--- src/rtl/fetch_buf_pkg.sv ---
package fetch_buf_pkg;
  typedef logic [7:0] byte_t;
  localparam int MIN_DEPTH = 8;

  function automatic int unsigned wrap_inc(input int unsigned p, input int unsigned depth);
    return (p == depth - 1) ? 0 : p + 1;
  endfunction
endpackage

--- src/rtl/byte_fifo.sv ---
module byte_fifo
  import fetch_buf_pkg::*;
#(
  parameter int DEPTH = 8,
  parameter int AW    = (DEPTH > 1) ? $clog2(DEPTH) : 1,
  parameter int CW    = $clog2(DEPTH + 1)
) (
  input  logic          clk,
  input  logic          rst,
  input  logic          clr,
  input  logic          push,
  input  byte_t         din,
  input  logic          pop,
  output byte_t         head,
  output logic [CW-1:0] count
);
  byte_t          mem [DEPTH];
  logic [AW-1:0]  wr_ptr, rd_ptr;
  logic           do_push, do_pop;

  assign do_push = push && !clr && (count != CW'(DEPTH));
  assign do_pop  = pop  && !clr && (count != '0);

  // storage: no reset, so it maps onto inferred RAM
  always_ff @(posedge clk) begin
    if (do_push) mem[wr_ptr] <= din;
  end

  assign head = mem[rd_ptr];

  always_ff @(posedge clk) begin
    if (rst || clr) begin
      wr_ptr <= '0;
      rd_ptr <= '0;
      count  <= '0;
    end else begin
      if (do_push) wr_ptr <= AW'(wrap_inc(int'(wr_ptr), DEPTH));
      if (do_pop)  rd_ptr <= AW'(wrap_inc(int'(rd_ptr), DEPTH));
      count <= count + CW'(do_push) - CW'(do_pop);
    end
  end


  no_overflow_chk: assert property (@(posedge clk) disable iff (rst)
    count <= CW'(DEPTH));
endmodule

--- src/rtl/link_reset_detect.sv ---
module link_reset_detect (
  input  logic clk,
  input  logic rst,
  input  logic rd,
  input  logic empty,
  output logic flush,
  output logic pulse
);
  assign flush = rd && empty;

  always_ff @(posedge clk) begin
    if (rst) pulse <= 1'b0;
    else     pulse <= flush;
  end


  pulse_single_chk: assert property (@(posedge clk) disable iff (rst)
    pulse && !$past(flush, 1) |-> 1'b0);
endmodule

--- src/rtl/fetch_link_buffers.sv ---
module fetch_link_buffers
  import fetch_buf_pkg::*;
#(
  parameter int DEPTH = 8
) (
  input  logic       clk,
  input  logic       rst,
  input  logic [7:0] req_tx_data,
  input  logic       req_tx_wr,
  output logic       req_tx_full,
  output logic [7:0] req_rx_data,
  input  logic       req_rx_rd,
  output logic       req_rx_empty,
  input  logic       cmd_pop,
  output logic [7:0] cmd_data,
  output logic       cmd_valid,
  input  logic       rsp_push,
  input  logic [7:0] rsp_data,
  output logic       rsp_space,
  output logic       link_reset
);
  localparam int CW = $clog2(DEPTH + 1);


  initial depth_min_chk: assert (DEPTH >= MIN_DEPTH);

  logic          flush;
  logic [CW-1:0] cmd_cnt, rsp_cnt, cmd_cnt_nxt, rsp_cnt_nxt;
  logic          cmd_push_ok, cmd_pop_ok, rsp_push_ok, rsp_pop_ok;
  logic          full_q, empty_q;

  link_reset_detect u_rstdet (
    .clk(clk), .rst(rst), .rd(req_rx_rd), .empty(empty_q),
    .flush(flush), .pulse(link_reset)
  );

  assign cmd_push_ok = req_tx_wr && (cmd_cnt != CW'(DEPTH)) && !flush;
  assign cmd_pop_ok  = cmd_pop && (cmd_cnt != '0) && !flush;
  assign cmd_cnt_nxt = flush ? '0 : cmd_cnt + CW'(cmd_push_ok) - CW'(cmd_pop_ok);

  assign rsp_push_ok = rsp_push && (rsp_cnt != CW'(DEPTH));
  assign rsp_pop_ok  = req_rx_rd && !empty_q;
  assign rsp_cnt_nxt = rsp_cnt + CW'(rsp_push_ok) - CW'(rsp_pop_ok);

  byte_fifo #(.DEPTH(DEPTH)) u_cmd_q (
    .clk(clk), .rst(rst), .clr(flush),
    .push(cmd_push_ok), .din(req_tx_data),
    .pop(cmd_pop_ok), .head(cmd_data), .count(cmd_cnt)
  );

  byte_fifo #(.DEPTH(DEPTH)) u_rsp_q (
    .clk(clk), .rst(rst), .clr(1'b0),
    .push(rsp_push_ok), .din(rsp_data),
    .pop(rsp_pop_ok), .head(req_rx_data), .count(rsp_cnt)
  );

  // flags registered from the next-state count; counts only grow on the
  // requester side for full and only shrink on it for empty
  always_ff @(posedge clk) begin
    if (rst) begin
      full_q  <= 1'b0;
      empty_q <= 1'b1;
    end else begin
      full_q  <= (cmd_cnt_nxt == CW'(DEPTH));
      empty_q <= (rsp_cnt_nxt == '0);
    end
  end

  assign req_tx_full  = full_q;
  assign req_rx_empty = empty_q;
  assign cmd_valid    = (cmd_cnt != '0);
  assign rsp_space    = (rsp_cnt != CW'(DEPTH));


  full_rise_chk: assert property (@(posedge clk) disable iff (rst)
    $rose(req_tx_full) |-> $past(req_tx_wr));

  empty_rise_chk: assert property (@(posedge clk) disable iff (rst)
    $rose(req_rx_empty) |-> $past(req_rx_rd));

  full_fall_chk: assert property (@(posedge clk) disable iff (rst)
    req_tx_full && cmd_pop |=> !req_tx_full);

  flush_clear_chk: assert property (@(posedge clk) disable iff (rst)
    req_rx_rd && req_rx_empty |=> link_reset && !cmd_valid && !req_tx_full);

  empty_fall_chk: assert property (@(posedge clk) disable iff (rst)
    req_rx_empty && rsp_push |=> !req_rx_empty);

  full_valid_chk: assert property (@(posedge clk) disable iff (rst)
    req_tx_full |-> cmd_valid);

  space_hold_chk: assert property (@(posedge clk) disable iff (rst)
    !rsp_space && !req_rx_rd |=> !rsp_space);
endmodule

--- config.mk ---
export PLATFORM = sky130hd
export DESIGN_NAME = fetch_link_buffers
export DESIGN_NICKNAME = d
export VERILOG_FILES = /design/src/rtl/fetch_buf_pkg.sv /design/src/rtl/byte_fifo.sv /design/src/rtl/link_reset_detect.sv /design/src/rtl/fetch_link_buffers.sv
export SDC_FILE = /design/constraint.sdc
export NUM_CORES = 1
export LEC_CHECK = 0
export BUFFER_PORTS_ARGS = -buffer_cell sky130_fd_sc_hd__buf_2
export CAP_MARGIN = 0
export CORE_MARGIN = 2
export CORE_UTILIZATION = 42
export CTS_CLUSTER_SIZE = 30
export DETAILED_ROUTE_END_ITERATION = 6
export SLEW_MARGIN = 20
export SYNTH_ARGS = -nofsm -noshare
export SYNTH_HDL_FRONTEND = slang
export SYNTH_HIERARCHICAL = 1
export SYNTH_SLANG_ARGS = --single-unit
export TNS_END_PERCENT = 5
--- constraint.sdc ---
create_clock -name clk -period 7.15 [get_ports clk]
set_input_delay 2.145 -clock clk [delete_from_list [all_inputs] [get_ports clk]]
set_output_delay 2.145 -clock clk [all_outputs]
set_load 0.05 [all_outputs]
# Word-level counts from Yosys, hierarchy flattened
# Memories as Yosys holds them, arrays and structs flattened. A register that Yosys moved wholly into a read port is not among the register bits.
# Index checks and enable logic that the tools add are counted.
[totals]
register_bits = 23
mem_bits_rw = 128
inputBits = 22
word_cells = 62
memories = 2
[classes]
n_addsub = 12
n_eq_ne = 7
mux = 13
n_reduce_logical = 19
[memory_table]
columns = ["name", "depth", "width", "read_ports", "rd_ports_with_merged_regs", "wr", "line_no", "text"]
rows = [
  ["u_cmd_q.mem", 8, 8, 1, 1, 1, "byte_fifo.sv:17", "byte_t mem [DEPTH];"],
  ["u_rsp_q.mem", 8, 8, 1, 1, 1, "byte_fifo.sv:17", ""],
]
[op_table]
columns = ["op", "n"]
rows = [
  ["3-bit two-way mux", 8],
  ["4-bit by 1-bit adder with 4-bit output", 4],
  ["4-bit by 1-bit subtractor with 4-bit output", 4],
  ["1-bit logical AND", 13],
  ["3-bit by 1-bit adder with 3-bit output (second input constant)", 4],
  ["3-bit equality test (second input constant)", 4],
  ["4-bit != test (second input constant)", 2],
  ["4-bit nonzero test", 2],
  ["4-bit equality test (second input constant)", 1],
  ["4-bit zero test", 1],
  ["1-bit two-way mux", 4],
  ["4-bit two-way mux", 1],
  ["1-bit zero test", 2],
  ["1-bit logical OR", 1],
]

# Logic depth before layout (Yosys ltp)
# Gate-level depths: netlist of run 1.
[depth]
ltp_word = 7
depth_mapped = 12

# Cells and area by module
# The synthesis of run 1 kept the hierarchy.
[by_module_without_submodules]
columns = ["mod", "n_inst", "cells_per_inst", "area_each_um2"]
rows = [
  ["byte_fifo", 2, 175, 3209.3],
  ["fetch_link_buffers", 1, 53, 432.9],
  ["link_reset_detect", 1, 3, 35.0],
]

# Worst setup path before layout of run 1
# Ideal clock, no wire load.
[synth_path]
kind = "in2reg"
startpoint = "in req_rx_rd"
endpoint = "mem u_cmd_q/mem[2][0] (netlist name), enable pin"
setup_ps = 398
arrival_time_ps = 4009
required_time_ps = 6752
slack_ps = 2743
cell_stages = 5
path_buffers = 0
path_cell_list = "and2_1 > and3b_1 > nor2b_1 > nand2_1 > nor4b_1"
[synth_between]
elab_chain_len = 7
[synth_rtl]
columns = ["item", "line_no", "text"]
rows = [
  ["start: declaration", "fetch_link_buffers.sv:12", "input logic req_rx_rd,"],
  ["1-bit logical AND", "link_reset_detect.sv:9", "assign flush = rd && empty;"],
  ["1-bit zero test", "fetch_link_buffers.sv:37", "assign cmd_push_ok = req_tx_wr && (cmd_cnt != CW'(DEPTH)) && !flush;"],
  ["1-bit logical AND", "fetch_link_buffers.sv:37", ""],
  ["net cmd_push_ok", "fetch_link_buffers.sv:29", "logic cmd_push_ok, cmd_pop_ok, rsp_push_ok, rsp_pop_ok;"],
  ["1-bit logical AND (2 in series)", "byte_fifo.sv:21", "assign do_push = push && !clr && (count != CW'(DEPTH));"],
  ["1-bit two-way mux", "byte_fifo.sv:26", "if (do_push) mem[wr_ptr] <= din;"],
  ["1-bit two-way mux (not written as such)", "byte_fifo.sv:26", ""],
  ["end: declaration", "byte_fifo.sv:17", ""],
]
# The timed path passes the listed nets, and every way through them passes these cells.

==> metrics.md, run 1 <==
| Metric | Value |
|---|---|
| Worst slack, placed | `2.41 ns` |
| Pwr dens | `254 nW/µm²` |
| Seq/Total Area, Yosys | `64.2%` |
| Core box area | `15900 µm²` |
| Clock transition at the registers of the reported paths | `0.06 ns` |
| Status | `complete, no violations` |
| Gate count of the mapped netlist | `406` |
| GR Overflow Total | `0` |
| Worst reg2reg path depth | `7` |
| Worst hold slack | `0.492 ns` |
| Sw Ratio | `~22%` |
| DIE WIDTH | `between 100 and 150 µm` |
| Worst R2R Start | `u_cmd_q/count[2]` |
| Number of diodes | `0` |
| Clock Tree Root | `clkbuf_16` |
| Starting DRT DRC Count | `roughly 280` |
| Initial antenna violation count | `0` |
| Worst-Margin Slew | `between 1 and 1.5 ns` |
| Mapped cell area | `approximately 7000 µm²` |
| Max-Cap Viols | `0` |
| Post-route cell area | `7950 µm²` |
| Placed insts | `657` |
| Critical path peak fanout | `16` |
| Worst path arrival time | `2.53 ns` |
| Area Growth Syn to Fin | `15.4%` |
| Reg power frac | `50.2%` |
| Critical Path RT | `between 5 and 6 ns` |
| Hold Path Class | `flop to flop` |
| Synth cell count leaders | `edfxtp_1 (128), mux4_1 (30), nand2_1 (30), dfxtp_1 (29), ha_1 (29)` |
| Hpwl dp | `7890 µm` |
| Yosys reg bits | `157` |
| Final std cells w/o fill | `between 600 and 700` |
| Synth cell types | `40` |
| Largest vdd supply drop | `roughly 150 µV` |
| Reg-to-reg slack, setup | `4.34 ns` |
| I/O Buffers | `42` |
| CTS H-tree depth | `4` |
| Count leader, synth | `edfxtp_1` |
| Crit path time final | `4.67 ns` |
| Final Hold Viols | `0` |
| Top post-synthesis cells by area | `edfxtp_1 (56%), mux4_1 (11%), dfxtp_1 (8.4%)` |
| GPL Wtd Cong | `around 0.76` |
| Nets | `515` |
| Synthesized area per cell | `17.0 µm²` |
| Pins Over Slew Limit | `0` |
| Number of global-route vias before repair | `3688` |
| DR WL/cell | `about 17 µm` |
| Clock power share | `between 40% and 50%` |
| Peak Freq | `214 MHz` |
| Worst Setup Start Kind | `flop` |
| Net switching power | `0.450 mW` |
| Combinational Power Share | `7.0%` |
| Leak pwr | `2.73 nW` |
| TritonCTS clock tree | `yes` |
| Post-detailed-route count of antenna-violating nets | `0` |
| Die ar. | `around 17000 µm²` |
| Clk_skew | `0.0130 ns` |
| CTS buffer count | `17` |
| Starting Density | `43.2%` |
| Post-cts sizing count | `0` |
| Final worst-path setup slack | `2.48 ns` |
| Worst Setup End Kind | `output port` |
| Largest net degree at the start of global routing | `17` |
| Critical Path Sink | `req_rx_data[3]` |
| Fillers | `1333` |
| Clock Latency Late Sink | `0.42 ns` |
| Setup TNS | `0 ns` |
| I/O pin count | `43` |
| Number of enable flip-flop cells after synthesis | `128` |
| First-pass GRT wire length | `19300 µm` |
| Synth Flop Type | `edfxtp_1` |
| Post-CTS setup buffers | `0` |
| Multi-input logic area | `about 2400 µm²` |
| Die Span Y | `132 µm` |
| Reg2reg end | `u_cmd_q/mem[2][4]` |
| Overall Power | `approximately 2.0 mW` |
| # clock sinks | `157` |
| Internal cell power | `1.56 mW` |
| Register area | `4420 µm²` |
| Core Rows | `46` |
| Total placed instance area | `between 7000 and 8000 µm²` |
| Layout cells sized above 1 | `23.1%` |
| DRC | `0` |
| Setup CP Type | `flop to output port` |
| Slew margin rel. | `29.9%` |
| Vias post-DR | `3531` |
| Tot GR Track Use | `approximately 15%` |
| Crit share post-route | `approximately 65%` |
| RSZ-0062 raised after global routing | `no` |
| Hold Buf Count CTS | `0` |
| First drt pass iteration count | `4` |
| Yosys top cell by area | `edfxtp_1` |
| DR vias/cell | `5.13` |
| # setup viols final | `0` |
| FFs w/ async S/R, synth | `0%` |
| Synth top area share | `55.8%` |
| Post-Route WL | `between 10000 and 15000 µm` |
| Worst-case clock buffer depth | `2` |
| Layout Utilization | `49.8%` |
| Synth warnings | `6` |
## power groups by stage
stage,Combinational (mW),Clock (mW),Sequential (mW)
global route,0.156,0.920,1.01
finish,0.140,0.863,1.01
global placement,0.138,0,1.03
floorplan,0.0945,0,1.03
detailed placement,0.142,0,1.03
CTS,0.143,0.886,1.01
## cell usage in the layout, fill, tap and decap left out, types with 6 or more instances in the layout
cell	n
and2_1	9
buf_2	42
clkbuf_16	17
dfxtp_1	29
edfxtp_1	128
ha_1	29
inv_1	17
mux2_2	16
mux2i_1	14
mux4_1	30
nand2_1	30
nand4_1	6
nor2_1	12
o21ai_0	6
xnor2_1	6
## registers in the layout (all words and copies together) (netlist names), named ones only
name	flops
u_cmd_q/wr_ptr	3
req_tx_full	1
u_cmd_q/rd_ptr	3
req_rx_empty	1
u_cmd_q/count	4
u_rsp_q/rd_ptr	3
u_cmd_q/mem	64
u_rstdet/pulse	1
u_rsp_q/count	4
u_rsp_q/mem	64
u_rsp_q/wr_ptr	3
## critical path: stages, from the launching register on
cell	delay (ns)
dfxtp_1	0.94
mux4_1	0.65
mux2_2	0.30
buf_2	0.22
## per-layer routing
metal,part of all wire [%],global-route usage [%]
met4,1.5,6.16
met1,45,18.3
met3,3.0,3.73
met2,50,24.4
met5,0,0
## worst min path at each step
stage,to,startpoint,cells after the start
2_1_floorplan,flop,u_cmd_q/rd_ptr[1],2
3_3_place_gp,u_cmd_q/rd_ptr[1],u_cmd_q/rd_ptr[1],2
3_5_place_dp,flop,u_cmd_q/rd_ptr[2],2
4_1_cts,u_cmd_q/rd_ptr[1],u_cmd_q/rd_ptr[1],2
5_1_grt,u_rsp_q/rd_ptr[1],u_rsp_q/rd_ptr[1],2
6_report,u_cmd_q/rd_ptr[1],u_cmd_q/rd_ptr[1],2
## cell type report
cell class,instances,area share [%]
tap,216,3.40
clock inverter,13,1.80
timing repair buffer,47,3.12
clock buffer,18,5.40
sequential,157,55.7
inverter,17,0.803
multi-input combinational,220,29.8
## cell families (layout without fill, tap and decap cells)
logic type	after synthesis	in the layout	synth area share, %
multiplexers	62	62	16.8
other	1	5	0.0545
AND/OR/NAND/NOR	96	96	7.58
adder cells (fa/ha/maj)	33	33	6.43
XOR/XNOR	6	6	0.763
buffers and inverters	33	95	2.53
flip-flops	157	157	64.2
AO/OA/AOI/OAI	18	18	1.65
Power figures use the tool's default switching activity.
==> inputs of run 2 (changes only) <==
- ABC_AREA: not set -> 1
- clock period: 7.15 -> 4.6 ns (I/O delays scaled with it)
==> run 2 against run 1 <==
  * Clock-buffer cell count down 1
  * Power rose by 59%
  * Register-to-register slack worse by 2.2 ns
  * Synthesized cell count is 110% higher
  * Clock skew fell by 0.0028 ns
  * Clock power up 55%
==> metrics.md, run 2 <==
| Metric | Value |
|---|---|
| RSZ-0062 raised after global routing | `no` |
| Post-cts sizing count | `0 (unchanged)` |
| Clock transition at the registers of the reported paths | `0.06 ns (about the same)` |
| # setup viols final | `0 (unchanged)` |
| Reg2reg end | `u_cmd_q/mem[0][7]` |
| Worst R2R Start | `u_cmd_q/count[2]` |
| Critical path, cell by cell | `inv_4 -> nand2_1 -> nand3_1 -> nand2_1 -> nand2_1 -> nand2_1 -> buf_2` |
| Min-Delay Endpoint | `u_rstdet/pulse` |
| Starting DRT DRC Count | `392 (+43%)` |
| Initial antenna violation count | `0 (unchanged)` |
| First drt pass iteration count | `4 (unchanged)` |
| Multi-input logic area | `2380 µm² (+0.58%)` |
| Clock Tree Root | `clkbuf_16` |
| Post-synthesis simple-gate area fraction | `24.0% (+16 points)` |
| GPL Wtd Cong | `0.817 (+7.3%)` |
| Placed insts | `1106 (+68%)` |
| Synth cell count leaders | `nand2_1 (243), inv_1 (187), edfxtp_1 (128), nand3_1 (82), nor2_1 (65)` |
| I/O pin count | `43 (unchanged)` |
| TritonCTS clock tree | `yes` |
| Worst Setup End Kind | `output port` |
| Count leader, synth | `nand2_1` |
| Post-synthesis mux area share | `0% (-17 points)` |
| Die ar. | `19500 µm² (+12%)` |
| Slew margin rel. | `32.9% (+3.0 points)` |
| GR Overflow Total | `0 (unchanged)` |
| Worst hold slack | `0.492 ns (+0.000157 ns)` |
| XOR/XNOR share of the synthesized area | `0.226% (-0.54 points)` |
| Synthesized area per cell | `9.10 µm² (-46%)` |
| Clk_skew | `0.0101 ns (-0.00285 ns)` |
| Crit path max-delay family | `flip-flops` |
| Worst-Margin Slew | `1.00 ns (-0.0462 ns)` |
| Critical Path RT | `3.22 ns (-1.79 ns)` |
| Layout cells sized above 1 | `13.4% (-9.7 points)` |
| Synth warnings | `6 (unchanged)` |
| Vias post-DR | `5286 (+50%)` |
| Nets | `951 (+85%)` |
| Status | `complete, no violations` |
| Synth Flop Type | `edfxtp_1` |
| Post-route cell area | `8650 µm² (+8.9%)` |
| Seq/Total Area, Yosys | `57.1% (-7.1 points)` |
| Most frequent cells in the layout | `nand2_1 (243), inv_1 (187), edfxtp_1 (128)` |
| CTS H-tree depth | `4 (unchanged)` |
| Reg-to-reg slack, setup | `2.10 ns (-2.24 ns)` |
| I/O Buffers | `42 (unchanged)` |
| Tot GR Track Use | `16.7% (+2.1 points)` |
| Worst-case clock buffer depth | `2 (unchanged)` |
| Post-detailed-route count of antenna-violating nets | `0 (unchanged)` |
| Delay of the slowest cell on the worst path | `0.86 ns (-0.08 ns)` |
| Largest family of logic cells by synthesized area | `simple AND/OR/NAND/NOR gates` |
| Setup CP Type | `flop to output port` |
| Core Rows | `49 (+6.5%)` |
| Number of diodes | `0 (unchanged)` |
| Synth Area in Compound Gates | `0.743% (-0.91 points)` |
| Buffers & Inverters on Critical Path | `2 (+1)` |
| Min-delay src | `req_rx_empty` |
| Worst path arrival time | `2.39 ns (-0.14 ns)` |
| Most common cell after layout, fill and taps aside | `nand2_1` |
| Largest vdd supply drop | `338 µV (+120%)` |
| Yosys reg bits | `157 (unchanged)` |
| Cell mode on critical path | `nand2_1` |
| Final Hold Viols | `0 (unchanged)` |
| Worst Hold Path Cells | `2 (unchanged)` |
| Pins Over Slew Limit | `0 (unchanged)` |
| Peak Freq | `265 MHz` |
| Number of global-route vias before repair | `4932 (+34%)` |
| Post-CTS setup buffers | `0 (unchanged)` |
| Mapped cell area | `7740 µm² (+12%)` |
| Synth top area share | `49.6% (-6.2 points)` |
| Register area | `4420 µm² (unchanged)` |
| Final std cells w/o fill | `1138 (+65%)` |
| CTS buffer count | `17 (unchanged)` |
| DR WL/cell | `13.9 µm (-20%)` |
| Area Growth Syn to Fin | `11.7%` |
| Pwr dens | `370 nW/µm² (+46%)` |
| Total placed instance area | `8080 µm² (+10%)` |
| Regs by FF count | `u_cmd_q/mem (64), u_rsp_q/mem (64)` |
| Top post-synthesis cells by area | `edfxtp_1 (50%), nand2_1 (12%), inv_1 (9.1%)` |
| Crit-path slowest cell | `dfxtp_1` |
| Hold Path Class | `flop to flop` |
| Clock Latency Late Sink | `0.42 ns (about the same)` |
| DIE WIDTH | `140 µm (+5.9%)` |
| Hold Buf Count CTS | `0 (unchanged)` |
| DRC | `0 (unchanged)` |
| DR vias/cell | `4.64 (-9.5%)` |
| Post-Route WL | `15800 µm (+33%)` |
| Adder-Cell Fraction of Synth Area | `5.72% (-0.71 points)` |
| Max-Cap Viols | `0 (unchanged)` |
| Worst reg2reg path depth | `8 (+1)` |
| Critical path peak fanout | `32 (+16)` |
| Largest net degree at the start of global routing | `33 (+16)` |
| Core box area | `18000 µm² (+13%)` |
| Worst Setup Start Kind | `flop` |
| Leak pwr | `3.98 nW (+46%)` |
| Number of enable flip-flop cells after synthesis | `128 (unchanged)` |
| Yosys top cell by area | `edfxtp_1` |
| Hpwl dp | `10400 µm (+32%)` |
| Gate count of the mapped netlist | `851 (+110%)` |
| Starting Density | `43.0% (-0.23 points)` |
| Synth cell types | `27 (-33%)` |
| Crit share post-route | `82.0%` |
| Fillers | `1726 (+29%)` |
| # clock sinks | `157 (unchanged)` |
| FFs w/ async S/R, synth | `0% (unchanged)` |
| Crit path time final | `3.77 ns` |
| Setup TNS | `0 ns (unchanged)` |
| First-pass GRT wire length | `25400 µm (+32%)` |
| Die Span Y | `140 µm (+5.9%)` |
## run 2: changes by cell type in the layout (fill, tap and decap cells not counted), moves of 28 or more
cell / delta
nand2_1: +213
nor2_1: +53
nand3_1: +78
nand2_2: +28
mux4_1: -30
inv_1: +170
## run 2: per-stage QoR
step	setup WS, ns	util, %	power [mW]
after floorplan	1.43	-	1.81
after global placement	1.13	44.8	1.89
after detailed placement	1.11	44.8	1.89
after CTS	0.798	48.0	3.23
after global routing	0.648	48.0	3.33
final	0.828	48.0	3.20
## run 2: worst min-delay path, stage by stage, from the launching register on
cell,delay (ns)
dfxtp_1,0.33
nand2_1,0.09
nor2_2,0.03
## run 2: logic make-up after synthesis
logic type                 count (synthesis)
and+or+nand+nor                          434
buffers and inverters                    217
other                                      1
xor gates and xnor gates                   2
AOI/OAI and AO/OA                          7
DFF                                      157
adders and majority gates                 33
## run 2: power breakdown
part	total [mW]	leakage, nW	switching [mW]	internal, mW
Sequential	1.58	1.39	0.0164	1.57
Combinational	0.276	2.33	0.198	0.0778
Clock	1.34	0.266	0.550	0.794
Total	3.20	3.98	0.764	2.44
## run 2: area by class of cell
| type | count | area share, % |
|---|---|---|
| well taps | 229 | 3.31 |
| clock buffers | 17 | 4.92 |
| repair buffers | 47 | 2.86 |
| flip-flops and latches | 157 | 51.1 |
| clock inverters | 15 | 1.68 |
| inverters | 195 | 8.55 |
| multi-input cells | 478 | 27.5 |
## run 2: worst max path at each step
stage,startpoint,depth (start not counted),endpoint,slack [ns]
final,flop,7,cmd_data[6],0.83
after global routing,flop,7,cmd_data[6],0.65
after CTS,flop,7,cmd_data[6],0.80
after detailed placement,req_rx_rd,8,u_cmd_q/mem[0][6],1.11
after global placement,req_rx_rd,8,u_cmd_q/mem[0][0],1.13
after floorplan,req_rx_rd,13,req_tx_full,1.43
## run 2: layer usage
metal | up-vias | GRT usage [%] | part of all wire (%)
met3 | 18 | 3.23 | 5.1
met2 | 136 | 26.1 | 46
met5 | - | 0 | 0
li1 | 2700 | - | -
met4 | 0 | 6.58 | 1.6
met1 | 2432 | 23.1 | 47
==> inputs of run 3 (changes only) <==
- clock period: 4.6 -> 3.8 ns (I/O delays scaled with it)
==> run 3 against run 2 <==
  * Hold slack lost 0.0029 ns
  * First-iteration DRC count fell by 41%
  * Clock-buffer cell count did not move
  * Routed wire length is 7.7% lower
  * Via count decreased by 1.7%
  * Largest cell class unchanged
  * Largest power group unchanged
  * Highest routed layer unchanged
==> metrics.md, run 3 (synthesis gave the netlist of run 2 again) <==
| Metric | Value |
|---|---|
| Status | `complete, no violations` |
| Hpwl dp | `9820 µm (-5.9%)` |
| Sw Ratio | `24.9% (+1.0 points)` |
| Hold Path Class | `flop to flop` |
| Starting Density | `43.0% (unchanged)` |
| Die ar. | `19500 µm² (unchanged)` |
| I/O Buffers | `42 (unchanged)` |
| Tot GR Track Use | `16.0% (-0.72 points)` |
| First-pass GRT wire length | `24300 µm (-4.1%)` |
| RSZ-0062 raised after global routing | `no` |
| Net switching power | `0.940 mW (+23%)` |
| Combinational Power Share | `8.7% (about the same)` |
| Nets | `963 (+1.3%)` |
| Clk_skew | `0.0105 ns (+0.000325 ns)` |
| Largest net degree at the start of global routing | `33 (unchanged)` |
| Post-CTS setup buffers | `0 (unchanged)` |
| Worst slack, placed | `0.564 ns (-0.542 ns)` |
| Regs by FF count | `u_cmd_q/mem (64), u_rsp_q/mem (64)` |
| Core box area | `18000 µm² (unchanged)` |
| Max-Cap Viols | `0 (unchanged)` |
| Clock transition at the registers of the reported paths | `0.06 ns (about the same)` |
| Most common cell after layout, fill and taps aside | `nand2_1` |
| Starting DRT DRC Count | `232 (-41%)` |
| Pwr dens | `433 nW/µm² (+17%)` |
| Core Rows | `49 (unchanged)` |
| Area Growth Syn to Fin | `12.5%` |
| DIE WIDTH | `140 µm (unchanged)` |
| Setup CP Type | `flop to output port` |
| Worst-case clock buffer depth | `2 (unchanged)` |
| Most frequent cells in the layout | `nand2_1 (243), inv_1 (187), edfxtp_1 (128)` |
| Slew margin rel. | `44.9% (+12 points)` |
| Post-route cell area | `8710 µm² (+0.69%)` |
| Number of global-route vias before repair | `4916 (-0.32%)` |
| First drt pass iteration count | `4 (unchanged)` |
| Post-cts sizing count | `0 (unchanged)` |
| Worst path arrival time | `2.12 ns (-0.27 ns)` |
| CTS buffer count | `17 (unchanged)` |
| Leak pwr | `4.04 nW (+1.5%)` |
| I/O pin count | `43 (unchanged)` |
| Worst-Margin Slew | `0.823 ns (-0.179 ns)` |
| Initial antenna violation count | `0 (unchanged)` |
| Total placed instance area | `8170 µm² (+1.1%)` |
| Fillers | `1780 (+3.1%)` |
| Pins Over Slew Limit | `0 (unchanged)` |
| Worst Setup End Kind | `output port` |
| GPL Wtd Cong | `0.746 (-8.7%)` |
| Final Hold Viols | `0 (unchanged)` |
| Worst Setup Start Kind | `flop` |
| DRC | `0 (unchanged)` |
| Critical path peak fanout | `32 (unchanged)` |
| Overall Power | `3.77 mW (+18%)` |
| Crit share post-route | `85.8%` |
| GR Overflow Total | `0 (unchanged)` |
| Vias post-DR | `5197 (-1.7%)` |
| Crit path time final | `3.26 ns` |
| Final worst-path setup slack | `0.541 ns (-0.286 ns)` |
| DR vias/cell | `4.52 (-2.7%)` |
| Number of diodes | `0 (unchanged)` |
| Setup TNS | `0 ns (unchanged)` |
| CTS H-tree depth | `4 (unchanged)` |
| Die Span Y | `140 µm (unchanged)` |
| Critical Path RT | `2.66 ns (-0.56 ns)` |
| Peak Freq | `307 MHz` |
| # setup viols final | `0 (unchanged)` |
| Clock Tree Root | `clkbuf_16` |
| Largest vdd supply drop | `341 µV (+0.97%)` |
| Hold Buf Count CTS | `0 (unchanged)` |
| Post-detailed-route count of antenna-violating nets | `0 (unchanged)` |
| Layout Utilization | `48.3% (+0.33 points)` |
| TritonCTS clock tree | `yes` |
| DR WL/cell | `12.7 µm (-8.7%)` |
| Clock power share | `40.6% (-1.4 points)` |
| Post-Route WL | `14600 µm (-7.7%)` |
| Layout cells sized above 1 | `15.0% (+1.6 points)` |
| Clock Latency Late Sink | `0.42 ns (about the same)` |
| # clock sinks | `157 (unchanged)` |
| Internal cell power | `2.83 mW (+16%)` |
| Reg power frac | `50.7% (+1.3 points)` |
## run 3: changes by cell type in the layout (fill, tap and decap cells not counted), moves of 2 or more
cell,before,now
bufinv_16,2,0
inv_6,3,5
buf_4,5,17
clkinv_1,6,2
clkinv_2,1,4
## run 3: layout make-up
class | count | area [µm²] | share of cell area (%)
clock inverter | 15 | 115 | 1.32
multi-input combinational | 478 | 2380 | 27.3
inverter | 195 | 739 | 8.49
timing repair buffer | 59 | 338 | 3.88
clock buffer | 17 | 425 | 4.88
tap | 229 | 287 | 3.29
sequential | 157 | 4420 | 50.8
## run 3: power by group through the flow
stage | clock network (mW) | registers [mW] | logic [mW]
2_1_floorplan | 0 | 1.96 | 0.232
3_3_place_gp | 0 | 1.95 | 0.330
3_5_place_dp | 0 | 1.95 | 0.333
4_1_cts | 1.57 | 1.91 | 0.334
5_1_grt | 1.64 | 1.92 | 0.374
6_report | 1.53 | 1.91 | 0.329
## run 3: through the flow
stage / hold WS [ns] / instances
detailed placement: 0.479 / 1118
global placement: 0.477 / 1118
finish: 0.490 / 1150
CTS: 0.494 / 1150
global route: 0.520 / 1150
floorplan: 0.462 / 852
## run 3: final timing paths
| kind | startpoint | end | slack [ns] | cells after the start |
|---|---|---|---|---|
| max reg2reg | u_cmd_q/count[2] | u_cmd_q/count[2] | 1.33 | 13 |
| max | flop | cmd_data[5] | 0.54 | 7 |
| min | u_rsp_q/rd_ptr[1] | u_rsp_q/rd_ptr[1] | 0.49 | 2 |
| min reg2reg | u_rsp_q/rd_ptr[1] | u_rsp_q/rd_ptr[1] | 0.49 | 2 |
## run 3: per-layer routing
layer,part of all wire [%],global-route usage [%]
met3,4.0,3.68
met5,0,0
met2,48,26.2
met1,47,21.0
met4,1.1,5.58
## run 3: critical path, stage by stage (launching register included)
cell     delay [ns]
dfxtp_1        0.67
inv_4          0.29
nand2_1        0.13
nand3_1        0.07
nand2_1        0.08
nand2_1        0.05
nand2_1        0.11
buf_2          0.27
